$ cat src/rtl/lpddr_init_pkg.sv
package lpddr_init_pkg;

  // What the bus carries in the next cycle
  typedef enum logic [2:0] {
    CMD_DESEL,
    CMD_NOP,
    CMD_PRE_ALL,
    CMD_REFRESH,
    CMD_LOAD_BASE,
    CMD_LOAD_EXT
  } busCmd_e;

  // Which delay the gap counter is loaded with
  typedef enum logic [1:0] {
    GAP_POWER,
    GAP_RP,
    GAP_RFC,
    GAP_MRD
  } gapSel_e;

  // Strobes from the control FSM to the bus datapath
  typedef struct packed {
    busCmd_e cmd;
    logic    gapLoad;
    gapSel_e gapSel;
    logic    readyOn;
  } seqStrobe_t;

  function automatic int unsigned maxOf(input int unsigned a, input int unsigned b);
    return (a > b) ? a : b;
  endfunction

endpackage

$ cat src/rtl/lpddr_init_ctrl.sv
module lpddr_init_ctrl
  import lpddr_init_pkg::*;
(
  input  logic       clk,
  input  logic       rst,
  input  logic       clkStable,
  input  logic       gapLast,
  output seqStrobe_t strobe
);

  typedef enum logic [3:0] {
    ST_WAIT_CLK,
    ST_POWER,
    ST_PRE,
    ST_RP,
    ST_REF1,
    ST_RFC1,
    ST_REF2,
    ST_RFC2,
    ST_LOAD_BASE,
    ST_MRD1,
    ST_LOAD_EXT,
    ST_MRD2,
    ST_READY
  } seqState_e;

  seqState_e state, nextState;

  always_ff @(posedge clk) begin
    if (rst) state <= ST_WAIT_CLK;
    else     state <= nextState;
  end

  always_comb begin
    nextState      = state;
    strobe.cmd     = CMD_NOP;
    strobe.gapLoad = 1'b0;
    strobe.gapSel  = GAP_POWER;
    strobe.readyOn = 1'b0;
    unique case (state)
      ST_WAIT_CLK: begin
        strobe.cmd = CMD_DESEL;
        if (clkStable) begin
          strobe.gapLoad = 1'b1;
          strobe.gapSel  = GAP_POWER;
          nextState      = ST_POWER;
        end
      end
      ST_POWER: if (gapLast) nextState = ST_PRE;
      ST_PRE: begin
        strobe.cmd     = CMD_PRE_ALL;
        strobe.gapLoad = 1'b1;
        strobe.gapSel  = GAP_RP;
        nextState      = ST_RP;
      end
      ST_RP: if (gapLast) nextState = ST_REF1;
      ST_REF1: begin
        strobe.cmd     = CMD_REFRESH;
        strobe.gapLoad = 1'b1;
        strobe.gapSel  = GAP_RFC;
        nextState      = ST_RFC1;
      end
      ST_RFC1: if (gapLast) nextState = ST_REF2;
      ST_REF2: begin
        strobe.cmd     = CMD_REFRESH;
        strobe.gapLoad = 1'b1;
        strobe.gapSel  = GAP_RFC;
        nextState      = ST_RFC2;
      end
      ST_RFC2: if (gapLast) nextState = ST_LOAD_BASE;
      ST_LOAD_BASE: begin
        strobe.cmd     = CMD_LOAD_BASE;
        strobe.gapLoad = 1'b1;
        strobe.gapSel  = GAP_MRD;
        nextState      = ST_MRD1;
      end
      ST_MRD1: if (gapLast) nextState = ST_LOAD_EXT;
      ST_LOAD_EXT: begin
        strobe.cmd     = CMD_LOAD_EXT;
        strobe.gapLoad = 1'b1;
        strobe.gapSel  = GAP_MRD;
        nextState      = ST_MRD2;
      end
      ST_MRD2: if (gapLast) nextState = ST_READY;
      ST_READY: strobe.readyOn = 1'b1;
      default: nextState = ST_WAIT_CLK;
    endcase
  end

endmodule

$ cat src/rtl/lpddr_init_bus.sv
module lpddr_init_bus
  import lpddr_init_pkg::*;
#(
  parameter int unsigned ADDR_W   = 14,
  parameter int unsigned BA_W     = 2,
  parameter int unsigned AP_BIT   = 10,
  parameter int unsigned WAIT_CYC = 40000,
  parameter int unsigned T_RP     = 3,
  parameter int unsigned T_RFC    = 15,
  parameter int unsigned T_MRD    = 2
) (
  input  logic              clk,
  input  logic              rst,
  input  seqStrobe_t        strobe,
  input  logic [ADDR_W-1:0] modeRegVal,
  input  logic [ADDR_W-1:0] extModeRegVal,
  output logic              gapLast,
  output logic              memCke,
  output logic              memCsN,
  output logic              memRasN,
  output logic              memCasN,
  output logic              memWeN,
  output logic [BA_W-1:0]   memBa,
  output logic [ADDR_W-1:0] memAddr,
  output logic              initDone
);

  localparam int unsigned GAP_MAX = maxOf(maxOf(WAIT_CYC, T_RP), maxOf(T_RFC, T_MRD));
  localparam int unsigned CNT_W   = $clog2(GAP_MAX + 1);
  localparam logic [BA_W-1:0] BA_BASE = '0;
  localparam logic [BA_W-1:0] BA_EXT  = BA_W'(2);

  // Gap counter: loaded with the delay, counts down to 1
  logic [CNT_W-1:0] gapCnt, gapLoadVal;

  always_comb begin
    unique case (strobe.gapSel)
      GAP_POWER: gapLoadVal = CNT_W'(WAIT_CYC);
      GAP_RP:    gapLoadVal = CNT_W'(T_RP);
      GAP_RFC:   gapLoadVal = CNT_W'(T_RFC);
      GAP_MRD:   gapLoadVal = CNT_W'(T_MRD);
      default:   gapLoadVal = CNT_W'(1);
    endcase
  end

  always_ff @(posedge clk) begin
    if (rst)                  gapCnt <= '0;
    else if (strobe.gapLoad)  gapCnt <= gapLoadVal;
    else if (gapCnt != '0)    gapCnt <= gapCnt - 1'b1;
  end

  assign gapLast = (gapCnt == CNT_W'(1));

  // Command decode: {cs, ras, cas, we} plus bank and address
  logic [3:0]        pinNext;
  logic [BA_W-1:0]   baNext;
  logic [ADDR_W-1:0] addrNext;

  always_comb begin
    pinNext  = 4'b0111;
    baNext   = '0;
    addrNext = '0;
    unique case (strobe.cmd)
      CMD_DESEL:   pinNext = 4'b1111;
      CMD_NOP:     pinNext = 4'b0111;
      CMD_PRE_ALL: begin
        pinNext          = 4'b0010;
        addrNext[AP_BIT] = 1'b1;
      end
      CMD_REFRESH: pinNext = 4'b0001;
      CMD_LOAD_BASE: begin
        pinNext  = 4'b0000;
        baNext   = BA_BASE;
        addrNext = modeRegVal;
      end
      CMD_LOAD_EXT: begin
        pinNext  = 4'b0000;
        baNext   = BA_EXT;
        addrNext = extModeRegVal;
      end
      default: pinNext = 4'b1111;
    endcase
  end

  always_ff @(posedge clk) begin
    if (rst) begin
      {memCsN, memRasN, memCasN, memWeN} <= 4'b1111;
      memBa    <= '0;
      memAddr  <= '0;
      initDone <= 1'b0;
    end else begin
      {memCsN, memRasN, memCasN, memWeN} <= pinNext;
      memBa    <= baNext;
      memAddr  <= addrNext;
      initDone <= strobe.readyOn;
    end
  end

  // Clock enable is held high from reset onwards
  always_ff @(posedge clk) memCke <= 1'b1;

endmodule

$ cat src/rtl/lpddr_init_seq.sv
module lpddr_init_seq
  import lpddr_init_pkg::*;
#(
  parameter int unsigned CLK_MHZ = 200,
  parameter int unsigned WAIT_US = 200,
  parameter int unsigned T_RP    = 3,
  parameter int unsigned T_RFC   = 15,
  parameter int unsigned T_MRD   = 2,
  parameter int unsigned ADDR_W  = 14,
  parameter int unsigned BA_W    = 2,
  parameter int unsigned AP_BIT  = 10
) (
  input  logic              clk,
  input  logic              rst,
  input  logic              clkStable,
  input  logic [ADDR_W-1:0] modeRegVal,
  input  logic [ADDR_W-1:0] extModeRegVal,
  output logic              memCke,
  output logic              memCsN,
  output logic              memRasN,
  output logic              memCasN,
  output logic              memWeN,
  output logic [BA_W-1:0]   memBa,
  output logic [ADDR_W-1:0] memAddr,
  output logic              initDone
);

  localparam int unsigned WAIT_CYC = WAIT_US * CLK_MHZ;

  seqStrobe_t strobe;
  logic       gapLast;

  lpddr_init_ctrl u_ctrl (
    .clk       (clk),
    .rst       (rst),
    .clkStable (clkStable),
    .gapLast   (gapLast),
    .strobe    (strobe)
  );

  lpddr_init_bus #(
    .ADDR_W   (ADDR_W),
    .BA_W     (BA_W),
    .AP_BIT   (AP_BIT),
    .WAIT_CYC (WAIT_CYC),
    .T_RP     (T_RP),
    .T_RFC    (T_RFC),
    .T_MRD    (T_MRD)
  ) u_bus (
    .clk           (clk),
    .rst           (rst),
    .strobe        (strobe),
    .modeRegVal    (modeRegVal),
    .extModeRegVal (extModeRegVal),
    .gapLast       (gapLast),
    .memCke        (memCke),
    .memCsN        (memCsN),
    .memRasN       (memRasN),
    .memCasN       (memCasN),
    .memWeN        (memWeN),
    .memBa         (memBa),
    .memAddr       (memAddr),
    .initDone      (initDone)
  );

endmodule

$ cat config.mk
export PLATFORM = sky130hd
export DESIGN_NAME = lpddr_init_seq
export DESIGN_NICKNAME = d
export VERILOG_FILES = /design/src/rtl/lpddr_init_pkg.sv /design/src/rtl/lpddr_init_ctrl.sv /design/src/rtl/lpddr_init_bus.sv /design/src/rtl/lpddr_init_seq.sv
export SDC_FILE = /design/constraint.sdc
export NUM_CORES = 1
export LEC_CHECK = 0
export BUFFER_PORTS_ARGS = -buffer_cell sky130_fd_sc_hd__buf_2
export CAP_MARGIN = 20
export CORE_ASPECT_RATIO = 1.25
export CORE_MARGIN = 2
export CORE_UTILIZATION = 35
export DETAILED_ROUTE_END_ITERATION = 10
export HOLD_SLACK_MARGIN = 0.02
export SETUP_SLACK_MARGIN = 0.4
export SLEW_MARGIN = 5
export SYNTH_ARGS = -nofsm -noshare
export SYNTH_HDL_FRONTEND = slang
export SYNTH_SLANG_ARGS = --single-unit
$ cat constraint.sdc
create_clock -name clk -period 2.12 [get_ports clk]
set_input_delay 0.212 -clock clk [delete_from_list [all_inputs] [get_ports clk]]
set_output_delay 0.212 -clock clk [all_outputs]
set_load 0.02 [all_outputs]
==> reports/qor.txt <==
Max-cap violations - 0
CTS max path bufs - 2
internal power - 1660 uW
Final Cell Area - 0.00243 sq mm
Ant. Diodes - 0
final hold vios - 0
register bit total from synthesis - 40
Max Freq - 553 MHz
sequential share of power - 38.6%
hold_buf cts - 0
syn_area_per_cell - 8.78 sq um
global-route wire length before repair - 7.11 mm
skew final - 0.00991 ns
initial core utilization - 36.0%
fin. max-slew vios - 0
CTS root buf - clkbuf_8
Synth Instances - 207
filler cell count - 472
cts bufs inserted - 5
final setup fails - 0
YS warnings - 0
Post-synth EDFFs - 0
Critical Path Stages - 5
drt drc - 0
Logic pwr share - 31.3%
RR Startpoint - u_bus.gapCnt[10]$_SDFFE_PP0P_
r2r endpoint - u_bus.gapCnt[12]$_SDFFE_PP0P_
post-layout minimum cycle time - 1.81 ns
CP max FO - 4
Synth Cell Area - 0.00182 sq mm
DR vias - 1,679
crit path launch type - flip-flop
GP Congestion - 0.836
share of layout cells above drive strength 1 - 40.2%
initial antenna violation count - 0
row cnt - 29
drt via density - 5.20
Clk pwr share - 30.2%
PortBufs - 50
Mapped Nets - 242
initial drt markers - 42
DR WL/cell - 13.4 um
IO Count - 53
required time worst endpoint - 2.33 ns
core area - 0.00504 sq mm
CP Class - reg -> reg
status - complete, no violations
Core Util, Final - 48.2%
total global routing overflow - 0
Total GRT Usage - 16.4%
Worst slew margin - 66.5%
largest net degree at the start of global routing - 30
Die X - 68.4 um
Slowest-stage cell, CP - or4_4
Die H - 84.6 um
Yosys cell types - 43
Critical Path Sink - u_bus.gapCnt[12]$_SDFFE_PP0P_
worst hold slack - 0.153 ns
CP Data Arrival Time - 2.02 ns
Synth-to-Final Area Change - 33.8%
Placed Area - 0.00215 sq mm
Pleak - 0.000991 uW
fraction of registers with async set/reset - 0%
R2R cell count - 5
final net count - 296
NetSw - 743 uW
DRT Pass-1 Iters - 4
crit end category - flip-flop
worst slew pin tran - 0.502 ns
Sw Share - 31.0%
Clk Latency, worst-skew pair - 0.29 ns
period utilization - 85.4%
# H-tree levels - 2
Post-DRT Antenna Nets - 0
CTS tree - done
sequential share of the synthesized area - 44.1%
peak supply drop - 564 uV
Hold Crit Class - in -> reg
number of global-route vias before repair - 1,511
pwr dens - 987 mW/mm^2
dpl hpwl - 2.84 mm
max incr delay on CP - 0.59 ns
WL final - 4.33 mm
Crit. Startpoint - u_bus.gapCnt[10]$_SDFFE_PP0P_
Reg2Reg Setup Slack - 0.31 ns
clock sinks - 40
delay-heaviest family, CP - simple AND/OR/NAND/NOR gates
RSZ-0062 raised after global routing - true
Cell Chain, Critical Path - or4_4 -> nor2_4 -> nand2_2 -> or3_4 -> a31oi_2
Top FF cell, synth - dfxtp_1
Reg clk slew, reported paths - 0.08 ns
Crit path buffers/inverters - 0
die area - 0.00579 sq mm
Setup TNS - 0 ns
layer usage:
layer  wire [um]  part of all wire, %  GRT usage (%)
met5           0                    0              0
met4         102                  2.4           7.45
met3         204                  4.7           4.16
met2        2300                   53           27.4
met1        1720                   40           19.1
layout by cell type, fill, tap and decap left out, drive strengths merged, types with 3 or more instances in the layout:
cell type / instances
a21oi: 11
ha: 4
nand2: 12
nand2b: 4
xor2: 3
inv: 6
nor3b: 4
clkbuf: 5
dfxtp: 40
nor4: 5
or3: 6
a22oi: 13
nand3: 4
o21ai: 6
xnor2: 7
buf: 61
nor2: 29
a31oi: 3
or4: 4
nor3: 6
per-stage QoR:
step / setup slack (ns) / total power, uW / instances
after floorplan: 0.405 / 1380 / 207
after global placement: 0.246 / 1540 / 310
after detailed placement: 0.220 / 1540 / 310
after CTS: 0.364 / 2330 / 322
after global routing: 0.247 / 2530 / 323
final: 0.310 / 2400 / 323
how the worst min path moves through the flow:
stage	from	end	slack, ns	cells past startpoint
after global placement	modeRegVal[0]	u_bus.memAddr[0]$_SDFF_PP0_	0.45	3
after global routing	modeRegVal[13]	u_bus.memAddr[13]$_SDFF_PP0_	0.17	3
after detailed placement	modeRegVal[2]	u_bus.memAddr[2]$_SDFF_PP0_	0.45	3
final	modeRegVal[2]	u_bus.memAddr[2]$_SDFF_PP0_	0.15	3
after CTS	modeRegVal[2]	u_bus.memAddr[2]$_SDFF_PP0_	0.15	3
after floorplan	modeRegVal[0]	u_bus.memAddr[0]$_SDFF_PP0_	0.36	2
flip-flops by register name, summed over array words and instances (netlist names):
name,flops
u_bus.memAddr,14
u_bus.memWeN,1
u_bus.memBa,1
u_bus.memRasN,1
u_bus.memCsN,1
u_bus.gapCnt,16
u_ctrl.state,4
u_bus.initDone,1
u_bus.memCasN,1
worst register-to-register path: stages (launching register included):
cell	delay [ns]
dfxtp_2	0.35
or4_4	0.59
nor2_4	0.18
nand2_2	0.09
or3_4	0.34
a31oi_2	0.20
Yosys cell counts, types with 4 or more instances:
| cell type | instances | area, sq um |
|---|---|---|
| clkbuf_1 | 8 | 30.0 |
| nand2b_1 | 4 | 25.0 |
| a21oi_1 | 11 | 55.1 |
| inv_1 | 6 | 22.5 |
| or3_1 | 5 | 31.3 |
| nand3_1 | 4 | 20.0 |
| a22oi_1 | 13 | 97.6 |
| nand2_1 | 12 | 45.0 |
| ha_1 | 4 | 50.1 |
| nor2_1 | 28 | 105 |
| dfxtp_1 | 40 | 801 |
| nor3_1 | 6 | 30.0 |
| nor3b_1 | 4 | 30.0 |
| nor4_1 | 4 | 25.0 |
| xnor2_1 | 7 | 61.3 |
| o21ai_0 | 6 | 30.0 |
power groups by stage:
stage | combinational (uW) | clock [uW] | sequential, uW
after floorplan | 479 | 0 | 903
after detailed placement | 619 | 0 | 919
after global routing | 822 | 774 | 936
final | 750 | 724 | 925
after global placement | 617 | 0 | 919
after CTS | 686 | 741 | 903
logic make-up (layout without fill, tap and decap cells):
kind of cell / after synthesis / in the layout / share of synthesized area (%)
and+or+nand+nor: 88 / 88 / 27.1
AOI/OAI and AO/OA: 41 / 41 / 14.8
DFF: 40 / 40 / 44.1
buffers and inverters: 20 / 74 / 4.96
xor gates and xnor gates: 10 / 10 / 4.82
adders and majority gates: 4 / 4 / 2.75
other: 2 / 2 / 0.413
muxes: 2 / 2 / 1.10
cell type report:
| type | count | area [sq um] | area share (%) |
|---|---|---|---|
| clock buffers | 5 | 68.8 | 2.83 |
| multi-input cells | 147 | 1050 | 43.2 |
| inverters | 6 | 25.0 | 1.03 |
| clock inverters | 2 | 60.1 | 2.47 |
| flip-flops and latches | 40 | 816 | 33.6 |
| well taps | 62 | 77.6 | 3.19 |
| repair buffers | 61 | 333 | 13.7 |
timing repair:
| item | in CTS | in global routing |
|---|---|---|
| resized for setup | 12 | 18 |
| endpoints found under the setup margin | 17 | 31 |
| pin swaps | 5 | 6 |
| buffers inserted | 5 | 1 |
Note: power is estimated with default switching activity, not from simulation.
